[src/rtl/stk_seq_pkg.sv]
`timescale 1ns/1ps
package stk_seq_pkg;
  localparam int DW    = 8;
  localparam int AW    = 16;
  localparam int IDX_W = 3;

  typedef enum logic [2:0] {
    OP_PUSH_BYTE = 3'd0,
    OP_PUSH_PSW  = 3'd1,
    OP_PULL_BYTE = 3'd2,
    OP_PULL_PSW  = 3'd3,
    OP_CALL      = 3'd4,
    OP_RETURN    = 3'd5,
    OP_RETI      = 3'd6,
    OP_BREAK     = 3'd7
  } op_t;

  // kind of memory access performed by one step
  typedef enum logic [1:0] {AC_PUSH, AC_PULL, AC_VEC_LO, AC_VEC_HI} acc_t;
  // source of the byte written by a push step
  typedef enum logic [2:0] {WS_DATA, WS_PSW_SW, WS_PSW_BRK, WS_RET_HI, WS_RET_LO} wsrc_t;
  // where the byte returned by a read step goes
  typedef enum logic [1:0] {RD_NONE, RD_LO, RD_PSW, RD_FINAL} rdst_t;

  typedef struct packed {
    acc_t  acc;
    wsrc_t src;
    rdst_t dst;
    logic  last;
  } step_t;

  localparam logic [DW-1:0] MASK_RSV = 8'h20;
  localparam logic [DW-1:0] MASK_BRK = 8'h10;
  localparam logic [DW-1:0] MASK_DEC = 8'h08;
  localparam logic [DW-1:0] MASK_IRQ = 8'h04;

  function automatic step_t mk_step(acc_t a, wsrc_t s, rdst_t d, logic l);
    step_t r;
    r.acc  = a;
    r.src  = s;
    r.dst  = d;
    r.last = l;
    return r;
  endfunction
endpackage

[src/rtl/stk_seq_decode.sv]
`timescale 1ns/1ps
module stk_seq_decode
  import stk_seq_pkg::*;
(
  input  op_t              op,
  input  logic [IDX_W-1:0] idx,
  output step_t            step
);
  always_comb begin
    step = mk_step(AC_PULL, WS_DATA, RD_NONE, 1'b1);
    unique case (op)
      OP_PUSH_BYTE: step = mk_step(AC_PUSH, WS_DATA,   RD_NONE,  1'b1);
      OP_PUSH_PSW:  step = mk_step(AC_PUSH, WS_PSW_SW, RD_NONE,  1'b1);
      OP_PULL_BYTE: step = mk_step(AC_PULL, WS_DATA,   RD_FINAL, 1'b1);
      OP_PULL_PSW:  step = mk_step(AC_PULL, WS_DATA,   RD_FINAL, 1'b1);
      OP_CALL: begin
        if (idx == 3'd0) step = mk_step(AC_PUSH, WS_RET_HI, RD_NONE, 1'b0);
        else             step = mk_step(AC_PUSH, WS_RET_LO, RD_NONE, 1'b1);
      end
      OP_RETURN: begin
        if (idx == 3'd0) step = mk_step(AC_PULL, WS_DATA, RD_LO,    1'b0);
        else             step = mk_step(AC_PULL, WS_DATA, RD_FINAL, 1'b1);
      end
      OP_RETI: begin
        case (idx)
          3'd0:    step = mk_step(AC_PULL, WS_DATA, RD_PSW,   1'b0);
          3'd1:    step = mk_step(AC_PULL, WS_DATA, RD_LO,    1'b0);
          default: step = mk_step(AC_PULL, WS_DATA, RD_FINAL, 1'b1);
        endcase
      end
      OP_BREAK: begin
        case (idx)
          3'd0:    step = mk_step(AC_PUSH,   WS_RET_HI,  RD_NONE,  1'b0);
          3'd1:    step = mk_step(AC_PUSH,   WS_RET_LO,  RD_NONE,  1'b0);
          3'd2:    step = mk_step(AC_PUSH,   WS_PSW_BRK, RD_NONE,  1'b0);
          3'd3:    step = mk_step(AC_VEC_LO, WS_DATA,    RD_LO,    1'b0);
          default: step = mk_step(AC_VEC_HI, WS_DATA,    RD_FINAL, 1'b1);
        endcase
      end
      default: ;
    endcase
  end
endmodule

[src/rtl/stk_seq_ptr.sv]
`timescale 1ns/1ps
module stk_seq_ptr
  import stk_seq_pkg::*;
#(
  parameter logic [DW-1:0] STACK_PAGE = 8'h01,
  parameter logic [AW-1:0] BRK_VEC    = 16'hFFFE,
  parameter logic [DW-1:0] SP_INIT    = 8'hFF
) (
  input  logic          clk,
  input  logic          rst,
  input  logic          adv,
  input  acc_t          acc,
  output logic [DW-1:0] sp,
  output logic [AW-1:0] addr
);
  logic [DW-1:0] sp_q;
  logic [DW-1:0] sp_up;
  logic [DW-1:0] sp_dn;

  assign sp_up = sp_q + 8'd1;
  assign sp_dn = sp_q - 8'd1;
  assign sp    = sp_q;

  // push uses the pointer as it stands, pull uses the incremented one
  always_comb begin
    unique case (acc)
      AC_PUSH:   addr = {STACK_PAGE, sp_q};
      AC_PULL:   addr = {STACK_PAGE, sp_up};
      AC_VEC_LO: addr = BRK_VEC;
      default:   addr = BRK_VEC + 16'd1;
    endcase
  end

  always_ff @(posedge clk) begin
    if (rst) begin
      sp_q <= SP_INIT;
    end else if (adv) begin
      if (acc == AC_PUSH)      sp_q <= sp_dn;
      else if (acc == AC_PULL) sp_q <= sp_up;
    end
  end
endmodule

[src/rtl/stk_seq_result.sv]
`timescale 1ns/1ps
module stk_seq_result
  import stk_seq_pkg::*;
(
  input  logic          clk,
  input  logic          rst,
  input  op_t           op_q,
  input  logic [AW-1:0] pc_q,
  input  logic [DW-1:0] psw_q,
  input  logic [AW-1:0] tgt_q,
  input  rdst_t         pend_dst,
  input  logic [DW-1:0] rdata,
  input  logic          finish,
  output logic [AW-1:0] new_pc,
  output logic [DW-1:0] new_psw,
  output logic [DW-1:0] pull_data
);
  logic [DW-1:0] lo_q;
  logic [DW-1:0] stk_psw_q;
  logic [AW-1:0] popped;

  assign popped = {rdata, lo_q};

  always_ff @(posedge clk) begin
    if (rst) begin
      lo_q      <= '0;
      stk_psw_q <= '0;
      new_pc    <= '0;
      new_psw   <= '0;
      pull_data <= '0;
    end else begin
      if (pend_dst == RD_LO)  lo_q      <= rdata;
      if (pend_dst == RD_PSW) stk_psw_q <= rdata;
      if (finish) begin
        new_pc  <= pc_q;
        new_psw <= psw_q;
        unique case (op_q)
          OP_PULL_BYTE: pull_data <= rdata;
          OP_PULL_PSW:  new_psw   <= rdata | MASK_RSV | MASK_BRK;
          OP_CALL:      new_pc    <= tgt_q;
          OP_RETURN:    new_pc    <= popped + 16'd1;
          OP_RETI: begin
            new_pc  <= popped + 16'd1;
            new_psw <= stk_psw_q;
          end
          OP_BREAK: begin
            new_pc  <= popped;
            new_psw <= (psw_q | MASK_IRQ) & ~MASK_DEC;
          end
          default: ;
        endcase
      end
    end
  end
endmodule

[src/rtl/stk_seq.sv]
`timescale 1ns/1ps
module stk_seq
  import stk_seq_pkg::*;
#(
  parameter logic [7:0]  STACK_PAGE = 8'h01,
  parameter logic [15:0] BRK_VEC    = 16'hFFFE,
  parameter logic [7:0]  SP_INIT    = 8'hFF
) (
  input  logic        clk,
  input  logic        rst,
  input  logic        cmd_valid,
  input  logic [2:0]  cmd_op,
  input  logic [7:0]  cmd_data,
  input  logic [15:0] cur_pc,
  input  logic [7:0]  cur_psw,
  input  logic [15:0] call_target,
  output logic        busy,
  output logic        done,
  output logic [7:0]  sp,
  output logic [15:0] new_pc,
  output logic [7:0]  new_psw,
  output logic [7:0]  pull_data,
  output logic        mem_en,
  output logic        mem_we,
  output logic [15:0] mem_addr,
  output logic [7:0]  mem_wdata,
  input  logic [7:0]  mem_rdata
);
  typedef enum logic [1:0] {S_IDLE, S_RUN, S_WAIT, S_FIN} st_t;

  st_t              st_q;
  op_t              op_q;
  logic [IDX_W-1:0] idx_q;
  logic [AW-1:0]    pc_q;
  logic [AW-1:0]    tgt_q;
  logic [DW-1:0]    psw_q;
  logic [DW-1:0]    data_q;
  rdst_t            cur_dst_q;
  rdst_t            pend_dst_q;
  logic             done_q;
  logic             en_q;
  logic             we_q;
  logic [AW-1:0]    addr_q;
  logic [DW-1:0]    wdata_q;

  logic             accept;
  logic             launch;
  op_t              op_v;
  logic [IDX_W-1:0] idx_v;
  logic [AW-1:0]    pc_v;
  logic [AW-1:0]    ret_v;
  logic [DW-1:0]    psw_v;
  logic [DW-1:0]    data_v;
  logic [DW-1:0]    wdata;
  logic [AW-1:0]    step_addr;
  step_t            step;

  assign accept = (st_q == S_IDLE) && cmd_valid;
  assign launch = accept || (st_q == S_RUN);
  assign op_v   = accept ? op_t'(cmd_op) : op_q;
  assign idx_v  = accept ? '0 : idx_q;
  assign pc_v   = accept ? cur_pc : pc_q;
  assign psw_v  = accept ? cur_psw : psw_q;
  assign data_v = accept ? cmd_data : data_q;
  assign ret_v  = pc_v + 16'd1;

  stk_seq_decode u_decode (
    .op   (op_v),
    .idx  (idx_v),
    .step (step)
  );

  stk_seq_ptr #(
    .STACK_PAGE (STACK_PAGE),
    .BRK_VEC    (BRK_VEC),
    .SP_INIT    (SP_INIT)
  ) u_ptr (
    .clk  (clk),
    .rst  (rst),
    .adv  (launch),
    .acc  (step.acc),
    .sp   (sp),
    .addr (step_addr)
  );

  always_comb begin
    unique case (step.src)
      WS_DATA:    wdata = data_v;
      WS_PSW_SW:  wdata = psw_v | MASK_RSV;
      WS_PSW_BRK: wdata = psw_v | MASK_BRK;
      WS_RET_HI:  wdata = ret_v[AW-1:DW];
      WS_RET_LO:  wdata = ret_v[DW-1:0];
      default:    wdata = data_v;
    endcase
  end

  always_ff @(posedge clk) begin
    if (rst) begin
      st_q       <= S_IDLE;
      op_q       <= OP_PUSH_BYTE;
      idx_q      <= '0;
      pc_q       <= '0;
      tgt_q      <= '0;
      psw_q      <= '0;
      data_q     <= '0;
      cur_dst_q  <= RD_NONE;
      pend_dst_q <= RD_NONE;
      done_q     <= 1'b0;
      en_q       <= 1'b0;
      we_q       <= 1'b0;
      addr_q     <= '0;
      wdata_q    <= '0;
    end else begin
      done_q     <= (st_q == S_FIN);
      en_q       <= launch;
      we_q       <= launch && (step.acc == AC_PUSH);
      cur_dst_q  <= (launch && step.acc != AC_PUSH) ? step.dst : RD_NONE;
      pend_dst_q <= cur_dst_q;
      if (launch) begin
        addr_q  <= step_addr;
        wdata_q <= wdata;
      end
      if (accept) begin
        op_q   <= op_t'(cmd_op);
        pc_q   <= cur_pc;
        tgt_q  <= call_target;
        psw_q  <= cur_psw;
        data_q <= cmd_data;
      end
      unique case (st_q)
        S_IDLE: if (accept) begin
          idx_q <= 3'd1;
          st_q  <= step.last ? S_WAIT : S_RUN;
        end
        S_RUN: begin
          idx_q <= idx_q + 3'd1;
          if (step.last) st_q <= S_WAIT;
        end
        S_WAIT: st_q <= S_FIN;
        default: st_q <= S_IDLE;
      endcase
    end
  end

  stk_seq_result u_result (
    .clk       (clk),
    .rst       (rst),
    .op_q      (op_q),
    .pc_q      (pc_q),
    .psw_q     (psw_q),
    .tgt_q     (tgt_q),
    .pend_dst  (pend_dst_q),
    .rdata     (mem_rdata),
    .finish    (st_q == S_FIN),
    .new_pc    (new_pc),
    .new_psw   (new_psw),
    .pull_data (pull_data)
  );

  assign busy      = (st_q != S_IDLE);
  assign done      = done_q;
  assign mem_en    = en_q;
  assign mem_we    = we_q;
  assign mem_addr  = addr_q;
  assign mem_wdata = wdata_q;
endmodule

[config.mk]
export PLATFORM = sky130hd
export DESIGN_NAME = stk_seq
export DESIGN_NICKNAME = d
export VERILOG_FILES = /design/src/rtl/stk_seq_pkg.sv /design/src/rtl/stk_seq_decode.sv /design/src/rtl/stk_seq_ptr.sv /design/src/rtl/stk_seq_result.sv /design/src/rtl/stk_seq.sv
export SDC_FILE = /design/constraint.sdc
export NUM_CORES = 1
export LEC_CHECK = 0
export BUFFER_PORTS_ARGS = -buffer_cell sky130_fd_sc_hd__buf_2
export CORE_ASPECT_RATIO = 0.5
export CORE_MARGIN = 4
export CORE_UTILIZATION = 28
export CTS_CLUSTER_SIZE = 30
export DETAILED_ROUTE_END_ITERATION = 8
export SLEW_MARGIN = 10
export SYNTH_ARGS = -nofsm -noshare
export SYNTH_HDL_FRONTEND = slang
export SYNTH_SLANG_ARGS = --single-unit
export TNS_END_PERCENT = 20
[constraint.sdc]
create_clock -name clk -period 8.45 [get_ports clk]
set_input_delay 0.845 -clock clk [delete_from_list [all_inputs] [get_ports clk]]
set_output_delay 0.845 -clock clk [all_outputs]
set_load 0.01 [all_outputs]
---- After elaboration in Yosys (flattened, before gate mapping) ----
Cells that the tools add are included.
cells by class
  $add $sub $neg .......................... 5
  eq/ne operators ......................... 29
  muxes and demuxes ....................... 22
  bitwise logic cells ..................... 1
  reduce and logical (&&, ||, !) cells .... 19
operator list
  operator                 count
  $pmux W16 S3             2
  $pmux W8 S4              2
  $pmux W8 S7              1
  $add A16 B1 Y16 const B  2
  $mux W8                  4
  $eq A3 B3 Y1 const B     9
  $eq A3 B2 Y1 const B     8
  $pmux W8 S3              1
  $mux W16                 1
  $mux W3                  4
  $pmux W3 S2              2
  $eq A3 B1 Y1 const B     3
  $add A8 B1 Y8 const B    1
  $eq A2 B2 Y1 const B     4
  $reduce_and A2 Y1        4
  $reduce_bool A2 Y1       4
  $sub A8 B1 Y8 const B    1
  $eq A2 B1 Y1 const B     3
  $logic_not A3 Y1         2
  $mux W2                  3
  $mux W6                  1
  $pmux W2 S3              1
  $reduce_or A2 Y1         3
  $logic_not A2 Y1         2
  other kinds (5)          8
storage, ports and cells
  flip-flop bits (word level) ............. 143
  word-level logic and storage cells ...... 96

---- Longest topological paths before layout ----
Gate-level depths: netlist of run 1.
  depth in word-level cells ............... 10
  gate-level depth with buffers ........... 19
  depth with buffers taken out ............ 13

---- By module ----
A second synthesis of run 1 with hierarchy kept.
unflattened totals
  cells, all modules ...................... 923
  area, all modules ....................... 7454.6 um^2
modules (own cells, without submodules)
  module          times used  cells each  area each (um^2)  seq. area each (um^2)
  stk_seq         1           472         3937.5            1741.7
  stk_seq_result  1           325         2615.0            960.9
  stk_seq_ptr     1           97          721.9             160.2
  stk_seq_decode  1           29          180.2             0.0

---- Least setup slack after synthesis of run 1 ----
Ideal clock, no wire load.
  kind .................................... input to register
  start point ............................. input port cmd_valid
  end point ............................... register wdata_q[2], in the netlist mem_wdata[2]
  setup time .............................. 0.123 ns
  arrival time ............................ 2.915 ns
  data required time ...................... 8.327 ns
  slack ................................... 5.412 ns
  stages on the path ...................... 16
  buffers on the path ..................... 5
  cell sequence ........................... and2_1 buf_6 buf_6 buf_6 buf_4 buf_2 nand2_1 nand2_1 ha_1 nand2_1 o21ai_1 nand4b_1 a21oi_1 xnor2_1 a211oi_1 a21oi_1
on the way
  elaborated cells on any way between the ends .. 29
  those cells by class .................... add/sub (1); eq/ne (14); mux (9); reduce/logical (5)
RTL lines
  what                  line            text
  from (decl)           stk_seq.sv:11   input logic cmd_valid,
  $logic_and A1 B1 Y1   stk_seq.sv:58   assign accept = (st_q == S_IDLE) && cmd_valid;
  $mux W16              --
  via pc_v[1]           stk_seq.sv:50   logic [AW-1:0] pc_v;
  $add A16 B1 Y16       stk_seq.sv:65   assign ret_v = pc_v + 16'd1;
  $pmux W8 S4           stk_seq.sv:87   unique case (step.src)
  to (signal assigned)  stk_seq.sv:121  wdata_q <= wdata;
  to (decl)             stk_seq.sv:44   logic [DW-1:0] wdata_q;
The timed path passes the listed nets, and every way through them passes these cells.
A chain may end at the register's enable or synchronous reset.

---- Worst setup path after layout of run 1 ----
  start point ............................. register st_q[0]
  end point ............................... register wdata_q[6], in the netlist mem_wdata[6]
on the way
  elaborated cells on any way between the ends .. 31
  those cells by class .................... add/sub (1); eq/ne (15); mux (9); reduce/logical (6)
RTL lines
  what                    line            text
  from (decl)             stk_seq.sv:31   st_t st_q;
  from (signal assigned)  stk_seq.sv:133  st_q <= step.last ? S_WAIT : S_RUN;
  $logic_not A2 Y1        stk_seq.sv:58
  $logic_and A1 B1 Y1     stk_seq.sv:58
  $mux W16                --
  via pc_v[0]             stk_seq.sv:50
  $add A16 B1 Y16         stk_seq.sv:65
  $pmux W8 S4             stk_seq.sv:87
The timed path passes the listed nets, and every way through them passes these cells.

==> flow_summary_export.csv, run 1 <==
group,metric,value,unit
synth,synth.most_common_cell,"dfxtp_1",
place,place_area,7940,um^2
critical_path,critPathLaunchType,"flop",
final_layout,regArea,2740,um^2
critical_path,max_stage_delay,0.48,ns
routing,routed_wl,23900,um
global_routing,grt_pass1_vias,6460,
floorplanning,fp.dieH,121,um
cts,clock_sinks,137,
sta,finClkSkew,0.0120,ns
flow_run,drv_cap,0,
final_layout,fin_nets,1039,
critical_path,cp_data_arrival_time,4.05,ns
pwr,finalPower,2620,uW
cts,post-cts-setup-buffers,0,
critical_path,path_class,"flop to flop",
global_routing,grt-ovfl-total,0,
synth,synth_top_area_cell,"dfxtp_1",
routing,vias,6797,
synth,ys_ff_latch,137,
global_routing,grt_max_degree,98,
place,finalWeightedCongestion,0.876,
final_layout,multiInputGateArea,4020,um^2
sta,hold_violations,0,
synth,synth_top_family_by_area,"simple AND/OR/NAND/NOR gates",
synth,synth_nets,954,
synth,synthXorXnorAreaFrac,3.56,%
pwr,p_per_area,306,nW/um^2
critical_path,timing.critical_path.max_delay_family,"simple AND/OR/NAND/NOR gates",
sta,setup_viol,0,
sta,fin_setup_tns,0,ns
synth,synth_cells,883,
critical_path,cpMostUsedCell,"ha_1",
synth,yosysSeqAreaShare,38.4,%
critical_path,worstPathMaxFanout,33,
cts,ctsResizeCount,0,
final_layout,diodes,0,
synth,synth_flop_cell,"dfxtp_1",
synth,async_reset_ff_share,0,%
final_layout,drive_gt1_share,19.4,%
pwr,max-vdd-ir-drop,168,uV
global_routing,antenna_found_initial,0,
run_status,status,"finished, final reports clean",
floorplanning,die-area,28300,um^2
sta,maxSlewViolCount,0,
sta,maxSlewHeadroom,28.8,%
critical_path,setup.worst_path.end_class,"flop",
synth,synth-warning-count,0,
synth,synth_compound_area_share,20.6,%
sta,rsz0062_at_grt,"false",
synth,synth.area.mux_share,7.49,%
routing,firstDrtPassIters,5,
floorplanning,coreArea,24500,um^2
place,io_buffers,129,
synth,synth_area,7140,um^2
synth,ys_types,75,
global_routing,grt_usage,16.9,%
final_layout,n_fill_cell,2553,
critical_path,cp.required,8.73,ns
routing,drc_errors,0,
global_routing,grt_pass1_wl,37400,um
cts,clockBufferDepth,2,
final_layout,fin_area,8570,um^2
hold_path,hold_class,"flop to flop",
synth,synth_edf_count,0,
cts,htreeDepth,4,
sta,fin_crit,3.77,ns
routing,drtIter0Drc,615,
synth,syn_avg_cell_area,8.08,um^2
synth,synth_adder_area_share,2.56,%
critical_path,cpMaxStageDelayCell,"buf_4",
synth,synth.top_cell.area_share,38.4,%
routing,vias_per_cell,5.16,
routing,wl_per_cell,18.2,um
floorplanning,die_x,234,um
routing,ant_nets,0,
critical_path,path_cells,"inv_1 > ha_1 > nand2_2 > buf_4 > mux2_2 > ha_1 > nand4_1 > o21ai_1 > nand2_1 > nor2_1 > xnor2_1 > a221oi_1 > a211oi_1",
pwr,leakage,0.00340,uW
synth,synth-simple-area-share,22.1,%
floorplanning,core.rowCount,40,
cts,cts_tree,"yes",
cts,root_buffer,"clkbuf_16",
final_layout,syn_to_final_growth,20.1,%
cts,path_clk_slew,0.06,ns
floorplanning,io_pins,130,
place,hpwl,17500,um
sta,fin_hold_ws,0.456,ns
synth,synth_common_cells,"dfxtp_1, nor2_1, nand2_1",
synth,synth_area_leaders,"dfxtp_1, mux2i_1, nor2_1",
cts,insertion_delay,0.44,ns
floorplanning,start_util,29.1,%
sta,worstMarginPinSlew,1.06,ns
cts,cts_buffers,17,
sta,period_share,44.6,%
critical_path,critPathBufInv,2,
sta,max_freq,0.265,GHz
cts,ctsHoldBuffers,0,
==> stage by stage <==
step	std cells	util (%)	worst slack, ns
floorplan	883	-	5.41
global placement	1285	32.4	4.78
detailed placement	1285	32.4	4.70
CTS	1317	35.0	4.71
global route	1317	35.0	4.35
finish	1317	35.0	4.68
==> worst paths after layout <==
check,slack [ns],startpoint,cells past startpoint,endpoint
setup / recovery,4.68,st_q[0],13,mem_wdata[6]
hold / removal,0.46,tgt_q[14],2,tgt_q[14]
setup reg to reg,4.68,st_q[0],13,mem_wdata[6]
hold reg to reg,0.46,tgt_q[14],2,tgt_q[14]
==> cells in the final DEF (no fill, tap or decap), types with 5 or more instances in the layout <==
cell type and instances:
dfxtp_1 137, buf_2 128, nor2_1 118, nand2_1 114, a21oi_1 74, mux2i_1 50
nor3_1 22, o21ai_0 22, nand3_1 20, xnor2_1 20, a211oi_1 20, clkbuf_16 17
nand4_1 16, o211ai_1 14, inv_1 12, nand2b_1 10, xor2_1 9, a31oi_1 9
o21ai_1 9, o221ai_1 9, o22ai_1 9, ha_1 9, buf_4 9, a221oi_1 7
maj3_1 7, nor2b_1 6, and3_1 6, nor4_1 5, a22oi_1 5, or3_1 5
==> state kept, by name, summed over array words and instances (netlist names), 10 cells and up <==
| signal | cells |
|---|---|
| tgt_q | 16 |
| u_result.new_pc | 16 |
| mem_addr | 10 |
| pc_q | 16 |
==> per-layer routing <==
metal	global-route usage [%]	vias to the layer above	wire [um]
met5	0	-	0
met4	4.74	0	304
met3	3.38	24	1180
met2	27.1	182	11200
met1	23.2	3258	11200
li1	-	3333	-
==> cell type report <==
cell class | instances | share of cell area (%)
tap | 336 | 4.90
clock inverter | 11 | 1.96
multi-input combinational | 663 | 46.9
clock buffer | 21 | 5.49
inverter | 12 | 0.525
timing repair buffer | 137 | 8.26
sequential | 137 | 32.0
==> cell families after synthesis <==
logic type	Yosys count
buffers and inverters	83
AND/OR/NAND/NOR	344
adder cells (fa/ha/maj)	16
AO/OA/AOI/OAI	221
XOR/XNOR	29
flip-flops	137
multiplexers	53
==> worst register-to-register path: stages (launching register included) <==
cell,delay [ns]
dfxtp_1,0.45
inv_1,0.12
ha_1,0.43
nand2_2,0.48
buf_4,0.48
mux2_2,0.43
ha_1,0.25
nand4_1,0.10
o21ai_1,0.12
nand2_1,0.19
nor2_1,0.07
xnor2_1,0.15
a221oi_1,0.24
a211oi_1,0.10
==> report_power, final <==
| group | leakage [uW] | internal [uW] | switching [uW] | total, uW |
|---|---|---|---|---|
| Combinational | 0.00197 | 341 | 592 | 934 |
| Sequential | 0.00112 | 761 | 110 | 871 |
| Clock | 0.000309 | 517 | 300 | 817 |
No activity file was read; power rests on OpenSTA's default activity.
==> run 2: changes to the inputs <==
==> constraint.sdc (replaced) <==
create_clock -name clk -period 3.1 [get_ports clk]
set_input_delay 0.31 -clock clk [delete_from_list [all_inputs] [get_ports clk]]
set_output_delay 0.31 -clock clk [all_outputs]
set_load 0.01 [all_outputs]
==> run 2 against run 1 <==
Against the previous run:
- setup slack worse by 4.4 ns
- via count rose by 2.9%
- final area up 1.5%
- clock skew shrank 0.0046 ns
- first-iteration DRC count grew 13%
- critical path depth decreased by 2
- register-to-register slack got worse by 4.4 ns
- core utilization rose by 0.52 points
- global-route usage grew 0.80 points
- power rose to 2.7 times the previous value
- critical path type unchanged
- critical endpoint is now u_ptr.sp[1]
- largest cell class unchanged
- highest routed layer unchanged
==> flow_summary_export.csv, run 2 (synthesis results as in run 1) <==
group,metric,value,unit
routing,vias,6997,
place,hpwl,18800,um
pwr,power.net_switching,2740,uW
pwr,leakage,0.00348,uW
final_layout,layout_commonest_cell,"dfxtp_1",
hold_path,hp-start,"call_target[5]",
routing,drc_errors,0,
flow_run,drv_cap,0,
pwr,power_frac_seq,33.8,%
sta,finClkSkew,0.00741,ns
routing,drtIter0Drc,694,
critical_path,setup.worst_path.end_class,"flop",
sta,maxSlewViolCount,0,
cts,htreeDepth,4,
floorplanning,start_util,29.1,%
cts,path_clk_slew,0.06,ns
global_routing,grt_usage,17.7,%
place,finalWeightedCongestion,0.913,
final_layout,fin_area,8700,um^2
cts,post-cts-setup-buffers,0,
global_routing,grt_pass1_vias,6726,
sta,rsz0062_at_grt,"false",
cts,ctsHoldBuffers,0,
critical_path,r2r_start,"st_q[0]",
sta,fin_setup_tns,0,ns
critical_path,r2r_setup_slack,0.29,ns
critical_path,critPathBufInv,4,
critical_path,worstPathMaxFanout,20,
run_status,status,"finished, final reports clean",
hold_path,whs_endpoint,"tgt_q[5]",
pwr,power_frac_comb,37.9,%
final_layout,finalCoreUtilization,35.5,%
pwr,p_int,4370,uW
place,place_area,8120,um^2
sta,worstMarginPinSlew,0.813,ns
final_layout,syn_to_final_growth,21.9,%
place,io_buffers,129,
floorplanning,coreArea,24500,um^2
pwr,p_per_area,817,nW/um^2
hold_path,hold-path-cell-count,3,
sta,fin_crit,2.81,ns
final_layout,layout_common_cells,"dfxtp_1, buf_2, nor2_1",
sta,max_freq,0.356,GHz
global_routing,antenna_found_initial,2,
final_layout,largestRegisters,"pc_q x16, tgt_q x16, u_result.new_pc x16",
floorplanning,core.rowCount,40,
place,dp_slack,0.178,ns
sta,setup_viol,0,
pwr,p_sw_share,38.5,%
sta,maxSlewHeadroom,45.7,%
routing,ant_nets,0,
global_routing,grt_use_met3,4.03,%
floorplanning,io_pins,130,
critical_path,path_cells,"inv_1 > ha_2 > nand2_2 > buf_4 > a21boi_1 > buf_4 > a211oi_2 > nor2_2 > buf_4 > xnor2_1 > a211o_1",
cts,clockBufferDepth,2,
floorplanning,die-area,28300,um^2
global_routing,grt-ovfl-total,0,
global_routing,use_met1,23.7,%
critical_path,critPathLaunchType,"flop",
global_routing,use_met2,27.6,%
hold_path,hold_class,"primary input to flop",
routing,firstDrtPassIters,7,
cts,cts_tree,"yes",
routing,vias_per_cell,5.22,
floorplanning,fp.dieH,121,um
cts,cts_buffers,17,
global_routing,top_usage_layer,"met2",
pwr,clkPwrFrac,28.4,%
critical_path,r2r_end,"u_ptr.sp[1]",
global_routing,grt_max_degree,76,
global_routing,grt_pass1_wl,38900,um
cts,insertion_delay,0.43,ns
critical_path,cp.required,3.42,ns
cts,clock_sinks,137,
critical_path,cpMaxStageDelayCell,"dfxtp_1",
sta,period_share,90.6,%
critical_path,path_class,"flop to flop",
critical_path,cpMostUsedCell,"buf_4",
floorplanning,die_x,234,um
critical_path,cp_data_arrival_time,3.13,ns
routing,routed_wl,24900,um
final_layout,fin_nets,1062,
final_layout,drive_gt1_share,20.9,%
sta,fin_hold_ws,0.120,ns
cts,root_buffer,"clkbuf_16",
routing,wl_per_cell,18.6,um
critical_path,rr_worst_depth,11,
sta,hold_violations,0,
pwr,max-vdd-ir-drop,437,uV
sta,setup_slack,0.291,ns
critical_path,timing.critical_path.max_delay_family,"compound AO/OA/AOI/OAI gates",
critical_path,max_stage_delay,0.45,ns
==> run 2: cell count changes in the layout (fill, tap and decap cells not counted), sizes merged <==
cell	change
clkinvlp	-1
buf	+23
clkbuf	+3
bufinv	-2
diode	+2
clkinv	-2
==> run 2: how the worst max path moves through the flow <==
stage                  from           end  slack, ns  cells after the start
floorplan           st_q[0]  mem_wdata[6]       0.15                     19
global placement    st_q[0]  mem_wdata[7]       0.24                     10
detailed placement  st_q[0]  mem_wdata[7]       0.18                     10
CTS                 st_q[0]  mem_wdata[7]       0.16                     10
global route        st_q[0]   mem_addr[3]       0.08                     12
finish              st_q[0]   u_ptr.sp[1]       0.29                     11
==> run 2: per-stage QoR <==
| stage | power (uW) | cells |
|---|---|---|
| 2_1_floorplan | 4180 | 883 |
| 3_3_place_gp | 5070 | 1308 |
| 3_5_place_dp | 5100 | 1308 |
| 4_1_cts | 7130 | 1338 |
| 5_1_grt | 7550 | 1340 |
| 6_report | 7110 | 1340 |
==> run 2: final cells by class <==
| cell class | count | area [um^2] |
|---|---|---|
| diodes | 2 | 5.00 |
| clock buffers | 24 | 482 |
| clock inverters | 6 | 90.1 |
| fillers | 2601 | 15800 |
| inverters | 12 | 45.0 |
| multi-input cells | 663 | 4020 |
| flip-flops and latches | 137 | 2740 |
| well taps | 336 | 420 |
| repair buffers | 160 | 893 |
==> run 2: routing by layer <==
layer	wire [um]	vias up
met5	0	-
met4	575	0
met3	1420	42
met2	11400	242
met1	11500	3340
li1	-	3373
==> run 2: timing repair <==
action | 4_1_cts | 5_1_grt
endpoints found under the setup margin | 0 | 12
endpoints found under the hold margin | 0 | 0
resized for setup | 0 | 2
==> run 2: worst register-to-register path, cell delays in order (launching register included) <==
cell and delay [ns]:
dfxtp_1 0.45, inv_1 0.13, ha_2 0.28, nand2_2 0.15
buf_4 0.27, a21boi_1 0.12, buf_4 0.18, a211oi_2 0.40
nor2_2 0.14, buf_4 0.19, xnor2_1 0.12, a211o_1 0.28
==> run 2: power by group through the flow <==
| stage | clock, uW | sequential [uW] | combinational (uW) |
|---|---|---|---|
| global placement | 0 | 2420 | 2640 |
| finish | 2020 | 2400 | 2690 |
| floorplan | 0 | 2380 | 1800 |
| CTS | 2060 | 2400 | 2680 |
| global route | 2140 | 2440 | 2970 |
| detailed placement | 0 | 2430 | 2660 |
==> run 3: changes to the inputs <==
--- a/config.mk
+++ b/config.mk
@@ -5,6 +5,7 @@
 export SDC_FILE = /design/constraint.sdc
 export NUM_CORES = 1
 export LEC_CHECK = 0
+export ABC_AREA = 1
 export BUFFER_PORTS_ARGS = -buffer_cell sky130_fd_sc_hd__buf_2
 export CORE_ASPECT_RATIO = 0.5
 export CORE_MARGIN = 4
==> constraint.sdc (replaced) <==
create_clock -name clk -period 2.4 [get_ports clk]
set_input_delay 0.24 -clock clk [delete_from_list [all_inputs] [get_ports clk]]
set_output_delay 0.24 -clock clk [all_outputs]
set_load 0.01 [all_outputs]
==> run 3 against run 2 <==
Against the previous run:
- wire length shrank 2.3%
- synthesized cell count increased by 16%
- critical path depth increased by 4
- setup slack got worse by 0.20 ns
- power rose by 45%
- sequential cell count stayed put
- clock-buffer cell count down 2
- non-clock buffer count grew 4
- largest power group unchanged
- critical endpoint is now mem_wdata[2]
- combinational power grew 70%
- critical path type unchanged
- core utilization is 0.39 points lower
- via count rose by 4.7%
==> flow_summary_export.csv, run 3 <==
group,metric,value,unit
sta,hold_violations,0,
synth,synth-warning-count,0,
floorplanning,core.rowCount,41,
sta,max_freq,0.432,GHz
sta,rsz0062_at_grt,"true",
synth,synth_common_cells,"nand2_1, nor2_1, dfxtp_1",
critical_path,crit_end,"mem_wdata[2]",
routing,wl_per_cell,16.2,um
synth,synth_top_area_cell,"dfxtp_1",
synth,async_reset_ff_share,0,%
routing,dr_wl_met3,1040,um
pwr,power.net_switching,4360,uW
synth,synth.most_common_cell,"nand2_1",
critical_path,cp.required,2.73,ns
place,io_buffers,129,
cts,clockBufferDepth,2,
sta,maxSlewHeadroom,40.0,%
sta,setup_viol,0,
routing,drt-met1-wl,11100,um
global_routing,grt_usage,17.0,%
synth,synth_adder_area_share,1.57,%
final_layout,largestRegisters,"pc_q x16, tgt_q x16, u_result.new_pc x16",
floorplanning,io_pins,130,
floorplanning,die_x,234,um
synth,syn_avg_cell_area,7.01,um^2
routing,drc_errors,0,
cts,root_buffer,"clkbuf_16",
final_layout,multiInputGateArea,3810,um^2
synth,synth_top_family_by_area,"simple AND/OR/NAND/NOR gates",
critical_path,critPathLaunchType,"flop",
global_routing,grt_pass1_wl,37300,um
sta,fin_hold_ws,0.0728,ns
synth,synth_cells,1021,
critical_path,worstSetupStartpoint,"st_q[1]",
critical_path,path_cells,"inv_1 > ha_4 > buf_6 > nand3_1 > nand2_1 > ha_2 > nand2_1 > nor2_2 > nand2_2 > nor2_4 > nand3_1 > nand3_1 > nand4_1 > nor2_1 > nor2_1",
hold_path,hold_class,"primary input to flop",
sta,setup_slack,0.0875,ns
place,hpwl,18500,um
final_layout,diodes,0,
synth,synth.top_cell.area_share,38.3,%
cts,cts_buffers,17,
critical_path,r2r_end,"mem_wdata[2]",
pwr,power_frac_seq,30.9,%
pwr,p_sw_share,42.3,%
floorplanning,start_util,28.4,%
routing,wl_met2,11700,um
sta,period_share,96.4,%
critical_path,max_stage_delay,0.33,ns
final_layout,syn_to_final_growth,23.5,%
floorplanning,coreArea,25200,um^2
synth,synthXorXnorAreaFrac,1.35,%
synth,synth.area.mux_share,1.12,%
pwr,power_frac_comb,44.2,%
synth,synth_flop_cell,"dfxtp_1",
routing,top_layer,"met4",
cts,clock_sinks,137,
critical_path,timing.critical_path.max_delay_family,"simple AND/OR/NAND/NOR gates",
critical_path,r2r_setup_slack,0.09,ns
global_routing,grt-ovfl-total,0,
routing,firstDrtPassIters,7,
cts,insertion_delay,0.44,ns
run_status,status,"finished, final reports clean",
critical_path,critPathBufInv,2,
sta,maxSlewViolCount,0,
place,dp_slack,-0.0272,ns
synth,yosysSeqAreaShare,38.3,%
critical_path,cpMostUsedCell,"nand3_1",
synth,synth-simple-area-share,29.6,%
routing,vias_per_cell,4.86,
routing,drtIter0Drc,525,
synth,synth_edf_count,0,
place,dpl.cell_count,1472,
place,finalWeightedCongestion,0.915,
final_layout,layoutNonFillerInstCount,1508,
critical_path,cp_data_arrival_time,2.64,ns
routing,vias,7325,
final_layout,regArea,2740,um^2
pwr,p_int,5960,uW
synth,synth_nets,1092,
global_routing,grt_pass1_vias,6785,
flow_run,drv_cap,0,
final_layout,fin_nets,1223,
critical_path,r2r_start,"st_q[1]",
final_layout,n_fill_cell,2706,
final_layout,drive_gt1_share,23.0,%
synth,ys_types,44,
pwr,clkPwrFrac,24.8,%
critical_path,path_depth,15,
synth,synth_compound_area_share,18.9,%
final_layout,layout_common_cells,"nand2_1, nor2_1, dfxtp_1",
cts,htreeDepth,4,
routing,ant_nets,0,
global_routing,grt_max_degree,73,
critical_path,worstPathMaxFanout,15,
critical_path,setup.worst_path.end_class,"flop",
routing,routed_wl,24400,um
synth,synth_area,7160,um^2
cts,cts_tree,"yes",
global_routing,antenna_found_initial,0,
pwr,max-vdd-ir-drop,480,uV
critical_path,rr_worst_depth,15,
final_layout,layout_commonest_cell,"nand2_1",
critical_path,path_class,"flop to flop",
cts,path_clk_slew,0.06,ns
synth,ys_ff_latch,137,
sta,worstMarginPinSlew,0.897,ns
synth,synth_area_leaders,"dfxtp_1, nand2_1, nor2_1",
sta,finClkSkew,0.0114,ns
floorplanning,fp.dieH,121,um
sta,fin_crit,2.31,ns
pwr,leakage,0.00394,uW
pwr,p_per_area,1170,nW/um^2
critical_path,cpMaxStageDelayCell,"dfxtp_1",
floorplanning,die-area,28300,um^2
run 3: how the worst min path moves through the flow:
stage / start / end / slack (ns) / depth (start not counted)
after global placement: mem_addr[8] / mem_addr[8] / 0.45 / 2
after detailed placement: cur_dst_q[1] / pend_dst_q[1] / 0.45 / 2
final: call_target[7] / tgt_q[7] / 0.07 / 3
after floorplan: cur_dst_q[0] / pend_dst_q[0] / 0.39 / 2
after CTS: call_target[14] / tgt_q[14] / 0.06 / 3
after global routing: call_target[8] / tgt_q[8] / 0.08 / 3
run 3: final cells by class:
| class | instances | area share, % |
|---|---|---|
| Clock buffer | 22 | 5.36 |
| Clock inverter | 9 | 1.02 |
| Inverter | 95 | 4.03 |
| Multi-Input combinational cell | 737 | 43.1 |
| Sequential cell | 137 | 31.0 |
| Tap cell | 344 | 4.87 |
| Timing Repair Buffer | 164 | 10.6 |
run 3: kinds of logic (layout without fill, tap and decap cells):
| kind of cell | Yosys count | in the layout |
|---|---|---|
| buf+inv | 148 | 290 |
| simple gates | 469 | 470 |
| flops | 137 | 137 |
| mux | 8 | 8 |
| fa+ha+maj | 9 | 9 |
| compound gates | 239 | 239 |
| xor+xnor | 11 | 11 |
run 3: layer usage:
| metal | global-route usage [%] | up-vias |
|---|---|---|
| met5 | 0 | - |
| met1 | 22.1 | 3463 |
| met3 | 3.61 | 30 |
| met4 | 5.63 | 0 |
| met2 | 28.1 | 169 |
| li1 | - | 3663 |
run 3: power by group through the flow:
| stage | registers [uW] | clock network [uW] | logic (uW) |
|---|---|---|---|
| finish | 3190 | 2560 | 4560 |
| CTS | 3190 | 2600 | 4410 |
| detailed placement | 3230 | 0 | 4380 |
| floorplan | 3250 | 0 | 3030 |
| global route | 3260 | 2710 | 5100 |
| global placement | 3220 | 0 | 4360 |
run 3: worst reg2reg max path: stages, from the launching register on:
cell and delay [ns]:
dfxtp_1 0.33, inv_1 0.13, ha_4 0.20, buf_6 0.18, nand3_1 0.12, nand2_1 0.13, ha_2 0.21, nand2_1 0.10
nor2_2 0.11, nand2_2 0.09, nor2_4 0.13, nand3_1 0.09, nand3_1 0.13, nand4_1 0.09, nor2_1 0.12, nor2_1 0.05
run 3: what timing repair did:
action | in CTS | in global routing
endpoints found under the setup margin | 3 | 30
pin swaps | 1 | 4
gates resized for setup | 1 | 12
buffers inserted | 0 | 4
hold buffers | 0 | 0
cloned | 0 | 1
run 3: stage by stage:
stage                     TNS [ns]  util, %  cell area (um^2)  power, uW
after floorplan                  0        -              7160       6280
after global placement           0     32.5              8190       7590
after detailed placement   -0.0432     32.5              8190       7620
after CTS                        0     34.8              8760      10200
after global routing        -0.545     35.1              8840      11100
final                            0     35.1              8840      10300
